## config.mk

```make
export PLATFORM = sky130hd
export DESIGN_NAME = gpio_irq_detect
export DESIGN_NICKNAME = d
export VERILOG_FILES = /design/src/rtl/gpio_irq_pkg.sv /design/src/rtl/gpio_sync.sv /design/src/rtl/gpio_pin_detect.sv /design/src/rtl/gpio_irq_route.sv /design/src/rtl/gpio_irq_detect.sv
export SDC_FILE = /design/constraint.sdc
export NUM_CORES = 1
export LEC_CHECK = 0
export CORE_ASPECT_RATIO = 0.7
export CORE_MARGIN = 10
export CORE_UTILIZATION = 60
export CTS_BUF_LIST = sky130_fd_sc_hd__clkbuf_8
export CTS_CLUSTER_DIAMETER = 80
export DETAILED_ROUTE_END_ITERATION = 10
export DONT_BUFFER_PORTS = 1
export GPL_TIMING_DRIVEN = 0
export PLACE_DENSITY = 0.81
export SYNTH_ARGS = -nofsm -noshare
export SYNTH_HDL_FRONTEND = slang
export SYNTH_SLANG_ARGS = --single-unit
```

## constraint.sdc

```tcl
create_clock -name clk -period 3.5 [get_ports clk]
set_input_delay 0.175 -clock clk [delete_from_list [all_inputs] [get_ports clk]]
set_output_delay 0.175 -clock clk [all_outputs]
set_load 0.1 [all_outputs]
```

## src/rtl/gpio_irq_pkg.sv

```systemverilog
`timescale 1ns/1ps
package gpio_irq_pkg;
    localparam int CFG_W  = 8;
    localparam int TGT_W  = 3;
    localparam int NUM_TGT = 1 << TGT_W;

    localparam logic [1:0] MODE_LEVEL = 2'd0;
    localparam logic [1:0] MODE_RISE  = 2'd1;
    localparam logic [1:0] MODE_FALL  = 2'd2;
    localparam logic [1:0] MODE_BOTH  = 2'd3;

    typedef struct packed {
        logic [TGT_W-1:0] target;
        logic [1:0]       mode;
        logic             pol;
        logic             raw_en;
        logic             irq_en;
    } pin_cfg_t;
endpackage

```

## src/rtl/gpio_sync.sv

```systemverilog
`timescale 1ns/1ps
module gpio_sync #(
    parameter int W = 4
) (
    input  logic         clk,
    input  logic         rst_n,
    input  logic [W-1:0] d,
    output logic [W-1:0] q
);
    typedef struct packed {
        logic [W-1:0] m1;
        logic [W-1:0] m2;
    } sync_t;

    sync_t s_d, s_q;

    always_comb begin
        s_d.m1 = d;
        s_d.m2 = s_q.m1;
    end

    always_ff @(posedge clk or negedge rst_n) begin
        if (!rst_n) s_q <= '0;
        else        s_q <= s_d;
    end

    assign q = s_q.m2;


    sync_stage_chk: assert property (@(posedge clk) disable iff (!rst_n)
        s_q.m2 == $past(s_q.m1));
endmodule

```

## src/rtl/gpio_pin_detect.sv

```systemverilog
`timescale 1ns/1ps
module gpio_pin_detect
    import gpio_irq_pkg::*;
#(
    parameter int DET_WIDTH = 2
) (
    input  logic     clk,
    input  logic     rst_n,
    input  logic     smp,
    input  logic     cfg_we,
    input  pin_cfg_t cfg_wdata,
    input  logic     clr_we,
    input  logic     clr_bit,
    output pin_cfg_t cfg_o,
    output logic     status_o
);
    typedef struct packed {
        pin_cfg_t cfg;
        logic     status;
        logic     prev;
    } pin_state_t;

    pin_state_t st_d, st_q;
    logic gated, rise, fall, active, evt, lvl_sel;

    always_comb begin
        gated  = st_q.cfg.raw_en & smp;
        rise   = gated & ~st_q.prev;
        fall   = ~gated & st_q.prev;
        active = st_q.cfg.pol ? smp : ~smp;
    end

    generate
        if (DET_WIDTH == 2) begin : g_wide
            always_comb begin
                lvl_sel = (st_q.cfg.mode == MODE_LEVEL);
                case (st_q.cfg.mode)
                    MODE_LEVEL: evt = active;
                    MODE_RISE:  evt = rise;
                    MODE_FALL:  evt = fall;
                    default:    evt = rise | fall;
                endcase
            end
        end else begin : g_narrow
            always_comb begin
                lvl_sel = ~st_q.cfg.mode[0];
                if (st_q.cfg.mode[0]) evt = st_q.cfg.pol ? rise : fall;
                else                  evt = active;
            end
        end
    endgenerate

    always_comb begin
        st_d        = st_q;
        st_d.prev   = gated;
        if (cfg_we) st_d.cfg = cfg_wdata;
        st_d.status = (st_q.cfg.raw_en & evt) | (st_q.status & ~(clr_we & ~clr_bit));
    end

    always_ff @(posedge clk or negedge rst_n) begin
        if (!rst_n) st_q <= '0;
        else        st_q <= st_d;
    end

    assign cfg_o    = st_q.cfg;
    assign status_o = st_q.status;


    raw_gate_chk: assert property (@(posedge clk) disable iff (!rst_n)
        $rose(st_q.status) |-> $past(st_q.cfg.raw_en));

    clear_only_chk: assert property (@(posedge clk) disable iff (!rst_n)
        $fell(st_q.status) |-> $past(clr_we && !clr_bit));

    level_hold_chk: assert property (@(posedge clk) disable iff (!rst_n)
        (st_q.cfg.raw_en && lvl_sel && active) |=> st_q.status);
endmodule

```

## src/rtl/gpio_irq_route.sv

```systemverilog
`timescale 1ns/1ps
module gpio_irq_route #(
    parameter int NUM_PINS = 4,
    parameter int TGT_W    = 3,
    parameter int NUM_TGT  = 8
) (
    input  logic [NUM_PINS-1:0]       req,
    input  logic [NUM_PINS*TGT_W-1:0] tgt_flat,
    output logic [NUM_TGT-1:0]        irq
);
    generate
        for (genvar t = 0; t < NUM_TGT; t++) begin : g_tgt
            logic [NUM_PINS-1:0] match;
            for (genvar p = 0; p < NUM_PINS; p++) begin : g_pin
                assign match[p] = req[p] && (tgt_flat[p*TGT_W +: TGT_W] == TGT_W'(t));
            end
            assign irq[t] = |match;
        end
    endgenerate
endmodule

```

## src/rtl/gpio_irq_detect.sv

```systemverilog
`timescale 1ns/1ps
module gpio_irq_detect
    import gpio_irq_pkg::*;
#(
    parameter int NUM_PINS  = 4,
    parameter int DET_WIDTH = 2,
    localparam int PIN_W    = $clog2(NUM_PINS),
    localparam int ADDR_W   = PIN_W + 1
) (
    input  logic                clk,
    input  logic                rst_n,
    input  logic [NUM_PINS-1:0] pin_in,
    input  logic                reg_we,
    input  logic [ADDR_W-1:0]   reg_addr,
    input  logic [CFG_W-1:0]    reg_wdata,
    output logic [CFG_W-1:0]    reg_rdata,
    output logic [NUM_TGT-1:0]  irq_out
);
    logic [NUM_PINS-1:0]       smp;
    logic [NUM_PINS-1:0]       stat_vec;
    logic [NUM_PINS-1:0]       en_vec;
    logic [NUM_PINS*TGT_W-1:0] tgt_flat;
    pin_cfg_t                  cfg_arr [NUM_PINS];
    logic [PIN_W-1:0]          pin_sel;
    logic                      sel_stat;

    assign pin_sel  = reg_addr[ADDR_W-1:1];
    assign sel_stat = reg_addr[0];

    gpio_sync #(.W(NUM_PINS)) sync_i (
        .clk   (clk),
        .rst_n (rst_n),
        .d     (pin_in),
        .q     (smp)
    );

    generate
        for (genvar i = 0; i < NUM_PINS; i++) begin : g_pin
            logic hit_pin;
            assign hit_pin = reg_we && (pin_sel == PIN_W'(i));
            gpio_pin_detect #(.DET_WIDTH(DET_WIDTH)) det_i (
                .clk       (clk),
                .rst_n     (rst_n),
                .smp       (smp[i]),
                .cfg_we    (hit_pin && !sel_stat),
                .cfg_wdata (pin_cfg_t'(reg_wdata)),
                .clr_we    (hit_pin && sel_stat),
                .clr_bit   (reg_wdata[0]),
                .cfg_o     (cfg_arr[i]),
                .status_o  (stat_vec[i])
            );
            assign en_vec[i] = cfg_arr[i].irq_en;
            assign tgt_flat[i*TGT_W +: TGT_W] = cfg_arr[i].target;
        end
    endgenerate

    gpio_irq_route #(.NUM_PINS(NUM_PINS), .TGT_W(TGT_W), .NUM_TGT(NUM_TGT)) route_i (
        .req      (stat_vec & en_vec),
        .tgt_flat (tgt_flat),
        .irq      (irq_out)
    );

    always_comb begin
        if (sel_stat) reg_rdata = {{(CFG_W-1){1'b0}}, stat_vec[pin_sel]};
        else          reg_rdata = cfg_arr[pin_sel];
    end


    route_idle_chk: assert property (@(posedge clk) disable iff (!rst_n)
        (~|(stat_vec & en_vec)) |-> (irq_out == '0));

    route_bits_chk: assert property (@(posedge clk) disable iff (!rst_n)
        $countones(irq_out) <= $countones(stat_vec & en_vec));
endmodule

```

==> out/results.ini <==
[status]
status = complete, no violations

[timing]
final-setup-viol-count = 0
slew_headroom_pct = 19.6
clock.fmax_mhz = 450
finalHoldViolCount = 0
rsz0062_at_grt = no
clock_skew_ns = 0.00501
period_needed_ns = 2.22
maxSlewViolCount = 0
tns_ns = 0
period_share_pct = 63.5
tightest_slew_ns = 1.24

[floorplanning]
core_um2 = 4280
die_w_um = 99.2
initial_core_util_pct = 61.5
die_y_um = 75.4
rows = 20
fp.dieArea_um2 = 7480
io_pins = 34

[setup_path]
cp_slowest_cell = or3_1
timing.critical_path.arrival_ns = 2.05
cp_cell_sequence = nand3_1 -> o32ai_1 -> or3_1
critPathTopFamily = simple AND/OR/NAND/NOR gates
critPathMaxFanout = 4
path_class = register to primary output
startpoint_type = register
max_stage_delay_ns = 0.78
required_ns = 3.32
critPathBufInv = 0
crit_path_end_kind = primary output

[clocking]
hold_buffers = 6
cts_buffers = 5
cts_setup_buffers = 0
root_buffer = clkbuf_8
clkSinkCount = 48
htree_levels = 2
cts_tree = built
cts_resized = 0
clockBufferDepth = 2
clk_pin_slew_ns = 0.08
clock_latency_ns = 0.30

[global_route]
grt_pass1_vias = 1775
grt_util_all_layers_pct = 16.4
grt_overflow = 0
grt_pass1_wl_mm = 9.50
antenna_found_initial = 0
grt_max_degree = 49

[drt]
avgRoutedWirePerCell_um = 21.9
drtAntennaViolNets = 0
route.detailed.drc = 0
viasPerCell = 6.49
drtIter0Drc = 126
via_count = 1803
first_pass_iters = 4
wirelength_mm = 6.09

[logic_synthesis]
synth_nets = 235
synth_flop_cell = dfrtp_1
ys_seq_elements = 48
syn-instance-count = 209
async_flop_share_pct = 100
avgSynthCellArea_um2 = 12.6
synth_area_leaders = dfrtp_1 46%, mux2_2 14%, mux4_1 7.0%
ys_warn_count = 0
synth_cell_types = 39
yosys.area.top_type = dfrtp_1
netlist_area_um2 = 2630
synth_edf_count = 0
synth_top_area_share_pct = 45.6
synth-seq-area-share_pct = 45.6

[finish]
area_growth_pct = 10.9
antenna_cells = 0
nets = 249
final_cell_mix = 48 x dfrtp_1, 33 x mux2_2, 10 x nand2_1, 10 x inv_1, 10 x nor2_1
mostFrequentLayoutCell = dfrtp_1
drive_gt1_share_pct = 28.3

[place]
io_buffers = 0
dp_hpwl_mm = 4.47
gp_congestion = 0.899

[pwr]
p_leak_nw = 1.25
total_power_w = 0.00191
power_density_nw_per_um2 = 653
ir_drop_v = 0.000329

[run]
drv_cap = 0

[worst_hold_path]
hold_path.class = input pin to register

-- layer usage --
| metal | global-route usage, % | routed length (µm) | vias up |
|---|---|---|---|
| li1 | - | - | 811 |
| met1 | 21.7 | 2740 | 898 |
| met2 | 25.3 | 2710 | 80 |
| met3 | 5.34 | 550 | 14 |
| met4 | 4.91 | 90 | 0 |
| met5 | 0 | 0 | - |
-- registers in the layout, indices dropped and copies added (netlist names) --
signal                count
sync_i.s_d                4
g_pin.det_i.status_o      4
g_pin.det_i.cfg_o        32
g_pin.det_i.st_q          4
sync_i.q                  4
-- area by class of cell --
cell class,count,area (µm²)
Sequential cell,48,1200
Fill cell,304,1360
Clock buffer,5,68.8
Tap cell,55,68.8
Clock inverter,2,8.76
Inverter,9,33.8
Timing Repair Buffer,7,105
Multi-Input combinational cell,147,1390
Buffer,5,45.0
-- synth_stat cells (2+ instances only) --
cell / n
a21oi_1: 4
a221o_1: 2
a32o_1: 4
and2_1: 4
and3_1: 2
buf_2: 2
dfrtp_1: 48
ha_1: 8
inv_1: 9
mux2_2: 33
mux4_1: 7
mux4_2: 2
nand2_1: 10
nand2b_1: 6
nand3_1: 7
nand3b_1: 5
nor2_1: 10
nor2b_1: 8
nor3_1: 2
nor3b_4: 2
o21ai_0: 8
o221ai_1: 3
o22a_1: 2
o22ai_1: 2
o32ai_1: 2
xor2_1: 4
-- per-stage QoR --
step,std cells,worst slack [ns],utilization (%),area [µm²],hold WS (ns)
finish,278,1.28,68.2,2920,0.0142
global route,278,1.23,68.2,2920,0.00856
CTS,278,1.29,68.2,2920,0.0113
detailed placement,265,1.52,64.6,2760,-0.119
global placement,264,1.01,63.1,2700,-0.119
floorplan,209,1.18,-,2630,-0.121
-- final timing paths --
kind                            slack [ns]                      end  cells after the start                     from
worst max-delay path                  1.28               irq_out[4]                      3  g_pin[1].det_i.status_o
worst min register to register        0.35              sync_i.q[0]                      0            sync_i.s_d[0]
worst max register to register        2.06  g_pin[3].det_i.status_o                      6  g_pin[3].det_i.cfg_o[1]
min in group asynchronous             0.38            sync_i.s_d[0]                      2                    rst_n
max in group asynchronous             2.91  g_pin[1].det_i.cfg_o[0]                      2                    rst_n
worst min-delay path                  0.01  g_pin[3].det_i.cfg_o[3]                      1             reg_wdata[3]
-- power breakdown --
| group | switching [W] | internal [W] | total (W) |
|---|---|---|---|
| clock | 0.000176 | 0.000133 | 0.000309 |
| combinational | 0.000546 | 0.000250 | 0.000796 |
| sequential | 0.000143 | 0.000658 | 0.000801 |
-- logic make-up after synthesis --
| family | synth area share (%) |
|---|---|
| DFF | 45.6 |
| xor gates and xnor gates | 1.33 |
| AOI/OAI and AO/OA | 8.70 |
| adders and majority gates | 3.80 |
| buffers and inverters | 3.00 |
| muxes | 22.8 |
| and+or+nand+nor | 14.7 |
-- worst reg2reg max path, stage by stage, from the launching register on --
cell	delay, ns
dfrtp_1	0.41
nand2_1	0.11
inv_1	0.06
ha_1	0.19
a21oi_1	0.15
o21ai_0	0.13
a32o_1	0.28
Note: power is estimated with default switching activity, not from simulation.
